--- src/rtl/gpe_bank_pkg.sv ---
package gpe_bank_pkg;

   localparam int BYTE_W = 8;

   typedef enum logic [1:0] {
      SEL_STATUS = 2'd0,
      SEL_ENABLE = 2'd1,
      SEL_NONE   = 2'd2
   } bank_sel_e;

   function automatic int idx_width(input int half);
      return (half > 1) ? $clog2(half) : 1;
   endfunction

endpackage

--- src/rtl/gpe_addr_decode.sv ---
module gpe_addr_decode
   import gpe_bank_pkg::*;
#(
   parameter int BANK_LEN = 8,
   parameter int ADDR_W   = 4,
   parameter int IDX_W    = 2
) (
   input  logic [ADDR_W-1:0] addr,
   output bank_sel_e         sel,
   output logic [IDX_W-1:0]  idx
);

   localparam int HALF = BANK_LEN / 2;
   localparam logic [ADDR_W:0] HALF_A = (ADDR_W+1)'(HALF);
   localparam logic [ADDR_W:0] LEN_A  = (ADDR_W+1)'(BANK_LEN);

   logic [ADDR_W:0] addr_x;
   logic [ADDR_W:0] off_en;

   assign addr_x = {1'b0, addr};
   assign off_en = addr_x - HALF_A;

   always_comb begin
      sel = SEL_NONE;
      idx = '0;
      if (addr_x < HALF_A) begin
         sel = SEL_STATUS;
         idx = addr_x[IDX_W-1:0];
      end else if (addr_x < LEN_A) begin
         sel = SEL_ENABLE;
         idx = off_en[IDX_W-1:0];
      end
   end

endmodule

--- src/rtl/gpe_byte_file.sv ---
module gpe_byte_file
   import gpe_bank_pkg::*;
#(
   parameter int HALF  = 4,
   parameter int IDX_W = 2
) (
   input  logic              clk,
   input  logic              rst_n,
   input  logic              wr_sts,
   input  logic              wr_en,
   input  logic [IDX_W-1:0]  idx,
   input  logic [BYTE_W-1:0] wdata,
   input  logic [BYTE_W-1:0] evt,
   output logic [BYTE_W-1:0] rd_sts,
   output logic [BYTE_W-1:0] rd_en,
   output logic [BYTE_W-1:0] sts0,
   output logic [BYTE_W-1:0] en0
);

   logic [BYTE_W-1:0] sts_q [HALF];
   logic [BYTE_W-1:0] en_q  [HALF];

   for (genvar g = 0; g < HALF; g++) begin : g_byte
      logic hit;
      logic [BYTE_W-1:0] set_bits;
      assign hit = (idx == IDX_W'(g));
      if (g == 0) begin : g_evt
         assign set_bits = evt;
      end else begin : g_noevt
         assign set_bits = '0;
      end

      always_ff @(posedge clk) begin
         if (!rst_n) begin
            sts_q[g] <= '0;
            en_q[g]  <= '0;
         end else begin
            if (wr_sts && hit) sts_q[g] <= (sts_q[g] & ~wdata) | set_bits;
            else               sts_q[g] <= sts_q[g] | set_bits;
            if (wr_en && hit)  en_q[g]  <= wdata;
         end
      end
   end

   always_comb begin
      rd_sts = '0;
      rd_en  = '0;
      for (int i = 0; i < HALF; i++) begin
         if (idx == IDX_W'(i)) begin
            rd_sts = sts_q[i];
            rd_en  = en_q[i];
         end
      end
   end

   assign sts0 = sts_q[0];
   assign en0  = en_q[0];

endmodule

--- src/rtl/gpe_irq_combine.sv ---
module gpe_irq_combine
   import gpe_bank_pkg::*;
#(
   parameter int            PM_W           = 16,
   parameter logic [PM_W-1:0] PM_COMMON_MASK = 16'h0521
) (
   input  logic [PM_W-1:0]   pm_sts,
   input  logic [PM_W-1:0]   pm_en,
   input  logic [BYTE_W-1:0] sts0,
   input  logic [BYTE_W-1:0] en0,
   output logic              irq
);

   logic pm_hit;
   logic gp_hit;

   assign pm_hit = |(pm_sts & pm_en & PM_COMMON_MASK);
   assign gp_hit = |(sts0 & en0);
   assign irq    = pm_hit | gp_hit;

endmodule

--- src/rtl/gpe_event_bank.sv ---
module gpe_event_bank
   import gpe_bank_pkg::*;
#(
   parameter int              BANK_LEN       = 8,
   parameter int              ADDR_W         = 4,
   parameter int              PM_W           = 16,
   parameter logic [PM_W-1:0] PM_COMMON_MASK = 16'h0521
) (
   input  logic              clk,
   input  logic              rst_n,
   input  logic              acc_valid,
   input  logic              acc_write,
   input  logic [ADDR_W-1:0] acc_addr,
   input  logic [7:0]        acc_wdata,
   output logic              rsp_valid,
   output logic [7:0]        rsp_rdata,
   output logic              rsp_err,
   input  logic [7:0]        evt_in,
   input  logic [PM_W-1:0]   pm_sts,
   input  logic [PM_W-1:0]   pm_en,
   output logic              irq_level
);

   localparam int HALF  = BANK_LEN / 2;
   localparam int IDX_W = idx_width(HALF);

   if (BANK_LEN < 2 || (BANK_LEN % 2) != 0) begin : g_bad_len
      $error("BANK_LEN must be even and at least 2");
   end
   if (BANK_LEN > (1 << ADDR_W)) begin : g_bad_addr
      $error("ADDR_W too narrow for BANK_LEN");
   end
   if (PM_W < 1) begin : g_bad_pm
      $error("PM_W must be positive");
   end

   bank_sel_e         sel;
   logic [IDX_W-1:0]  idx;
   logic [7:0]        rd_sts, rd_en;
   logic [7:0]        sts0_w, en0_w;
   logic              wr_sts, wr_en;
   logic [7:0]        rd_byte;

   gpe_addr_decode #(
      .BANK_LEN(BANK_LEN), .ADDR_W(ADDR_W), .IDX_W(IDX_W)
   ) u_dec (
      .addr(acc_addr), .sel(sel), .idx(idx)
   );

   assign wr_sts = acc_valid && acc_write && (sel == SEL_STATUS);
   assign wr_en  = acc_valid && acc_write && (sel == SEL_ENABLE);

   gpe_byte_file #(
      .HALF(HALF), .IDX_W(IDX_W)
   ) u_file (
      .clk(clk), .rst_n(rst_n),
      .wr_sts(wr_sts), .wr_en(wr_en), .idx(idx),
      .wdata(acc_wdata), .evt(evt_in),
      .rd_sts(rd_sts), .rd_en(rd_en),
      .sts0(sts0_w), .en0(en0_w)
   );

   always_comb begin
      case (sel)
         SEL_STATUS: rd_byte = rd_sts;
         SEL_ENABLE: rd_byte = rd_en;
         default:    rd_byte = '0;
      endcase
   end

   always_ff @(posedge clk) begin
      if (!rst_n) begin
         rsp_valid <= 1'b0;
         rsp_rdata <= '0;
         rsp_err   <= 1'b0;
      end else begin
         rsp_valid <= acc_valid;
         if (acc_valid) begin
            rsp_rdata <= rd_byte;
            rsp_err   <= (sel == SEL_NONE);
         end
      end
   end

   gpe_irq_combine #(
      .PM_W(PM_W), .PM_COMMON_MASK(PM_COMMON_MASK)
   ) u_irq (
      .pm_sts(pm_sts), .pm_en(pm_en),
      .sts0(sts0_w), .en0(en0_w),
      .irq(irq_level)
   );

endmodule

--- config.mk ---
export PLATFORM = sky130hd
export DESIGN_NAME = gpe_event_bank
export DESIGN_NICKNAME = d
export VERILOG_FILES = /design/src/rtl/gpe_bank_pkg.sv /design/src/rtl/gpe_addr_decode.sv /design/src/rtl/gpe_byte_file.sv /design/src/rtl/gpe_irq_combine.sv /design/src/rtl/gpe_event_bank.sv
export SDC_FILE = /design/constraint.sdc
export NUM_CORES = 1
export LEC_CHECK = 0
export BUFFER_PORTS_ARGS = -buffer_cell sky130_fd_sc_hd__buf_4
export CAP_MARGIN = 20
export CORE_AREA = 2 2 85 87
export DETAILED_ROUTE_END_ITERATION = 10
export DIE_AREA = 0 0 87 89
export PLACE_DENSITY_LB_ADDON = 0.1
export RECOVER_POWER = 25
export SETUP_SLACK_MARGIN = 0.15
export SYNTH_ARGS = -nofsm -noshare
export SYNTH_HDL_FRONTEND = slang
export SYNTH_SLANG_ARGS = --single-unit
--- constraint.sdc ---
create_clock -name clk -period 2.2 [get_ports clk]
set_input_delay 0.11 -clock clk [delete_from_list [all_inputs] [get_ports clk]]
set_output_delay 0.11 -clock clk [all_outputs]
set_load 0.01 [all_outputs]
# [After elaboration in Yosys (flattened, before gate mapping)]
# Memories as Yosys holds them, arrays and structs flattened.
# Index checks and enable logic that the tools add are counted.
[word_totals] ff_bits=10 ram_bits=64 inputBits=56 out_inout_bits=11 elab_cells=112 mem_count=2
[memory_table] memory="u_file.en_q" words=4 width=8 read_ports=4 rd_clocked_by_memory_dff=0 wr=4 line="gpe_byte_file.sv:21" text="logic [BYTE_W-1:0] en_q [HALF];"
[memory_table] memory="u_file.sts_q" words=4 width=8 read_ports=4 rd_clocked_by_memory_dff=0 wr=4 line="gpe_byte_file.sv:20" text="logic [BYTE_W-1:0] sts_q [HALF];"
[op_classes] add_sub_neg=1 n_lt_le_gt_ge=2 eq_ne=5 muxes=62 n_bitwise=22 n_reduce_logical=15
[ops] cell="two-way mux 8 bit" n=20
[ops] cell="bitwise AND 8 bit" n=5
[ops] cell="two-way mux 1 bit" n=37
[ops] cell="OR 8 bit" n=2
[ops] cell="one-hot mux 8 bit (2 select lines)" n=1
[ops] cell="OR 1 bit" n=13
[ops] cell="bitwise AND 11 bit" n=1
[ops] cell="logical AND 1 bit" n=11
[ops] cell="two-way mux 2 bit" n=4
[ops] cell="NOT 8 bit" n=1
[ops] cell="OR reduction 8 bit" n=1
[ops] cell="== test 2 bit, second input constant" n=3
[ops] cell="== test 2 x 1 -> 1 bit, second input constant" n=2
[ops] cell="logical NOT 2 bit" n=2
[ops] cell="< comparator 4 x 3 -> 1 bit, second input constant" n=1
[ops] cell="< comparator 4 bit, second input constant" n=1
[ops] cell="OR reduction 4 bit" n=1
[ops] cell="subtractor 2 x 1 -> 2 bit, second input constant" n=1

# [Logic depth before layout (Yosys ltp)]
[depth] depth_word=11 ltp_mapped=6 ltp_nobuf=4

# [Hierarchy]
# Synthesis repeated with hierarchy kept, for this count alone.
[unflattened] cells_unflattened=242 area_unflattened_um2=3574.7
[by_module_without_submodules] module="gpe_byte_file" n_inst=1 cells_each=195 area_each_um2=3037.9 seq_area_each_um2=1921.8
[by_module_without_submodules] module="gpe_event_bank" n_inst=1 cells_each=36 area_each_um2=437.9 seq_area_each_um2=200.2
[by_module_without_submodules] module="gpe_irq_combine" n_inst=1 cells_each=7 area_each_um2=76.3 seq_area_each_um2=0.0
[by_module_without_submodules] module="gpe_addr_decode" n_inst=1 cells_each=4 area_each_um2=22.5 seq_area_each_um2=0.0

# [Worst setup path before layout]
# Ideal clock, no wire load.
[synth_path] path_kind="input-to-reg" start="input acc_addr[0]" end="memory u_file.sts_q[2][0], enable pin" setup_time_ns=0.398 t_arrival_ns=1.500 t_required_ns=1.802 path_slack_ns=0.302 path_stages=3 n_path_buf=2 path_cell_list="buf_4 clkbuf_1 o41ai_1"
[synth_rtl] element="start: declaration" line="gpe_event_bank.sv:13" text="input logic [ADDR_W-1:0] acc_addr,"
[synth_rtl] element="end: declaration" line="gpe_byte_file.sv:20"

==> results.sh <==
export IMPL_synth_top_flop_cell="edfxtp_1"
export IMPL_hold_viol_final=0
export IMPL_grt_max_degree=31
export IMPL_synth_top_family_by_area="simple AND/OR/NAND/NOR gates"
export IMPL_p_leak_nw=1.55
export IMPL_cts_buffers=9
export IMPL_drive_above_1_share=0.204
export IMPL_grt_ovfl_total=0
export IMPL_cp_end_kind="output pin"
export IMPL_synth_adder_area_share=0
export IMPL_gr_usage_all_layers=0.243
export IMPL_critical_path_buf_inv_count=1
export IMPL_max_clock_freq_mhz=594
export IMPL_htreeDepth=3
export IMPL_first_pass_iters=4
export IMPL_vias=2476
export IMPL_grt_pass1_vias=2396
export IMPL_r2r_start="u_file.sts_q[0][3]"
export IMPL_synth_area_mux_share=0.0529
export IMPL_reg2reg_to="rsp_rdata[3]"
export IMPL_crit_start="u_file.sts_q[0][7]"
export IMPL_die_w_um=87
export IMPL_ff2ff_path_depth=3
export IMPL_syn_area_per_cell_um2=12.7
export IMPL_timing_final_crit_share=0.765
export IMPL_crit_family="compound AO/OA/AOI/OAI gates"
export IMPL_die_area_um2=7740
export IMPL_detail_route_wirelength_um=8550
export IMPL_hold_buffers=0
export IMPL_fin_crit_ps=1680
export IMPL_root_buffer="clkbuf_8"
export IMPL_post_cts_buffers=0
export IMPL_ys_ff_latch=74
export IMPL_dp_cells=407
export IMPL_tightest_slew_ps=584
export IMPL_final_cell_mix="edfxtp_1, buf_4, and2_1"
export IMPL_synthArstFlopShare=0
export IMPL_core_um2=6720
export IMPL_worstHoldPathType="input port to flop"
export IMPL_yosysWarnings=0
export IMPL_slew_headroom=0.611
export IMPL_synth_compound_area_share=0.136
export IMPL_grt_setup_unrepaired="no"
export IMPL_vias_per_cell=5.85
export IMPL_die_h_um=89
export IMPL_critPathMaxStageDelay_ps=430
export IMPL_peakVddDrop_mv=0.428
export IMPL_worstHoldEndpoint="u_file.sts_q[0][4]"
export IMPL_ios=67
export IMPL_synth_edff_count=64
export IMPL_fin_tns_setup_ps=0
export IMPL_place_congestion=0.809
export IMPL_fin_cells=423
export IMPL_worstPathCellList="a22o_1, a221oi_1, nand3_1, buf_4"
export IMPL_start_kind="flop"
export IMPL_cp_max_fo=3
export IMPL_synth_simple_gate_area_frac=0.195
export IMPL_grt_pass1_wl_um=13500
export IMPL_portBuffers=42
export IMPL_whs_path_depth=2
export IMPL_cts_max_path_buffers=2
export IMPL_worstHoldStart="evt_in[4]"
export IMPL_powerDensity_nw_per_um2=718
export IMPL_drt_initial_drc_count=161
export IMPL_nNetsFinal=394
export IMPL_area_growth_pct=15.3
export IMPL_wire_per_inst_um=20.2
export IMPL_clkLatencyLatePin_ps=360
export IMPL_antenna_cells=0
export IMPL_slew_violations=0
export IMPL_ant_nets=0
export IMPL_status="complete, no violations"
export IMPL_yosys_cell_types_count=42
export IMPL_start_util=0.538
export IMPL_antenna_found_initial=0
export IMPL_setup_viol=0
export IMPL_clk_pin_slew_ps=80
export IMPL_route_detailed_drc=0
export IMPL_final_common_cell="edfxtp_1"
export IMPL_worstSetupPathType="flop to output pin"
export IMPL_rrSetupSlack_ps=980
export IMPL_synthCells=285
export IMPL_hpwl_um=5970
export IMPL_synth_xor_area_frac=0
export IMPL_crit_slowest_cell="edfxtp_1"
export IMPL_synth_area_um2=3620
export IMPL_cts_sinks=74
export IMPL_yosysSeqAreaShare=0.587
export IMPL_critPathArrivalTime_ps=1570
export IMPL_tritoncts="yes"
export IMPL_row_count=30
export IMPL_num_fill_cells=535
export IMPL_maxCapViolations=0
export IMPL_fin_skew_ps=11.1
export IMPL_ctsResizeCount=0
export IMPL_crit_required_ps=2090
-- report_power, final --
part           internal, W  leakage (nW)  total [W]  switching [W]
clock network     0.000526        0.0889    0.00106       0.000532
registers          0.00160         0.716    0.00164      0.0000383
logic             0.000131         0.748   0.000297       0.000166
-- metal layers --
metal / vias to the layer above / global-route usage / part of all wire
met5: - / 0 / 0
met4: 0 / 0.122 / 0.031
met3: 17 / 0.0517 / 0.078
met2: 102 / 0.352 / 0.44
met1: 1173 / 0.348 / 0.45
li1: 1184 / - / -
-- Yosys cell counts (all sizes together), types with 8 or more instances --
master	instances	share of area
mux2i	9	0.025
a21boi	8	0.017
nor2	12	0.012
o22a	12	0.029
o21ai	9	0.012
o21a	8	0.017
edfxtp	64	0.53
nand2	12	0.013
mux2	9	0.028
and2	34	0.059
nor3b	15	0.031
a21oi	9	0.012
dfxtp	10	0.055
buf	13	0.023
-- final cells by class --
type / count / area (um2) / share of cell area
Multi-Input combinational cell: 200 / 1400 / 0.337
Timing Repair Buffer: 52 / 345 / 0.0829
Tap cell: 80 / 100 / 0.0240
Clock buffer: 10 / 128 / 0.0306
Clock inverter: 6 / 66.3 / 0.0159
Sequential cell: 74 / 2120 / 0.509
Inverter: 1 / 3.75 / 0.000901
-- kinds of logic after synthesis --
logic type / count (synthesis)
simple gates: 107
flops: 74
compound gates: 67
mux: 18
buf+inv: 18
other cells: 1
-- stage by stage --
stage | hold slack [ps] | util | setup slack (ps) | cell area (um2) | power, W
floorplan | 295 | - | 302 | 3640 | 0.00183
global placement | 395 | 0.601 | 631 | 4040 | 0.00197
detailed placement | 399 | 0.601 | 587 | 4040 | 0.00198
CTS | 32.1 | 0.630 | 506 | 4240 | 0.00302
global route | 37.6 | 0.620 | 415 | 4170 | 0.00309
finish | 40.2 | 0.620 | 518 | 4170 | 0.00299
-- sequential cells by signal, summed over array words and instances, names as in the netlist --
register,flops
u_file.en_q,32
rsp_err,1
rsp_rdata,8
rsp_valid,1
u_file.sts_q,32
-- how the worst max path moves through the flow --
stage / to / slack [ps] / cells past startpoint
global placement: rsp_rdata[6] / 630 / 5
floorplan: u_file.sts_q[2][0] / 300 / 3
finish: irq_level / 520 / 4
global route: irq_level / 420 / 4
detailed placement: u_file.en_q[3][4] / 590 / 5
CTS: irq_level / 510 / 4
Power figures use the tool's default switching activity.
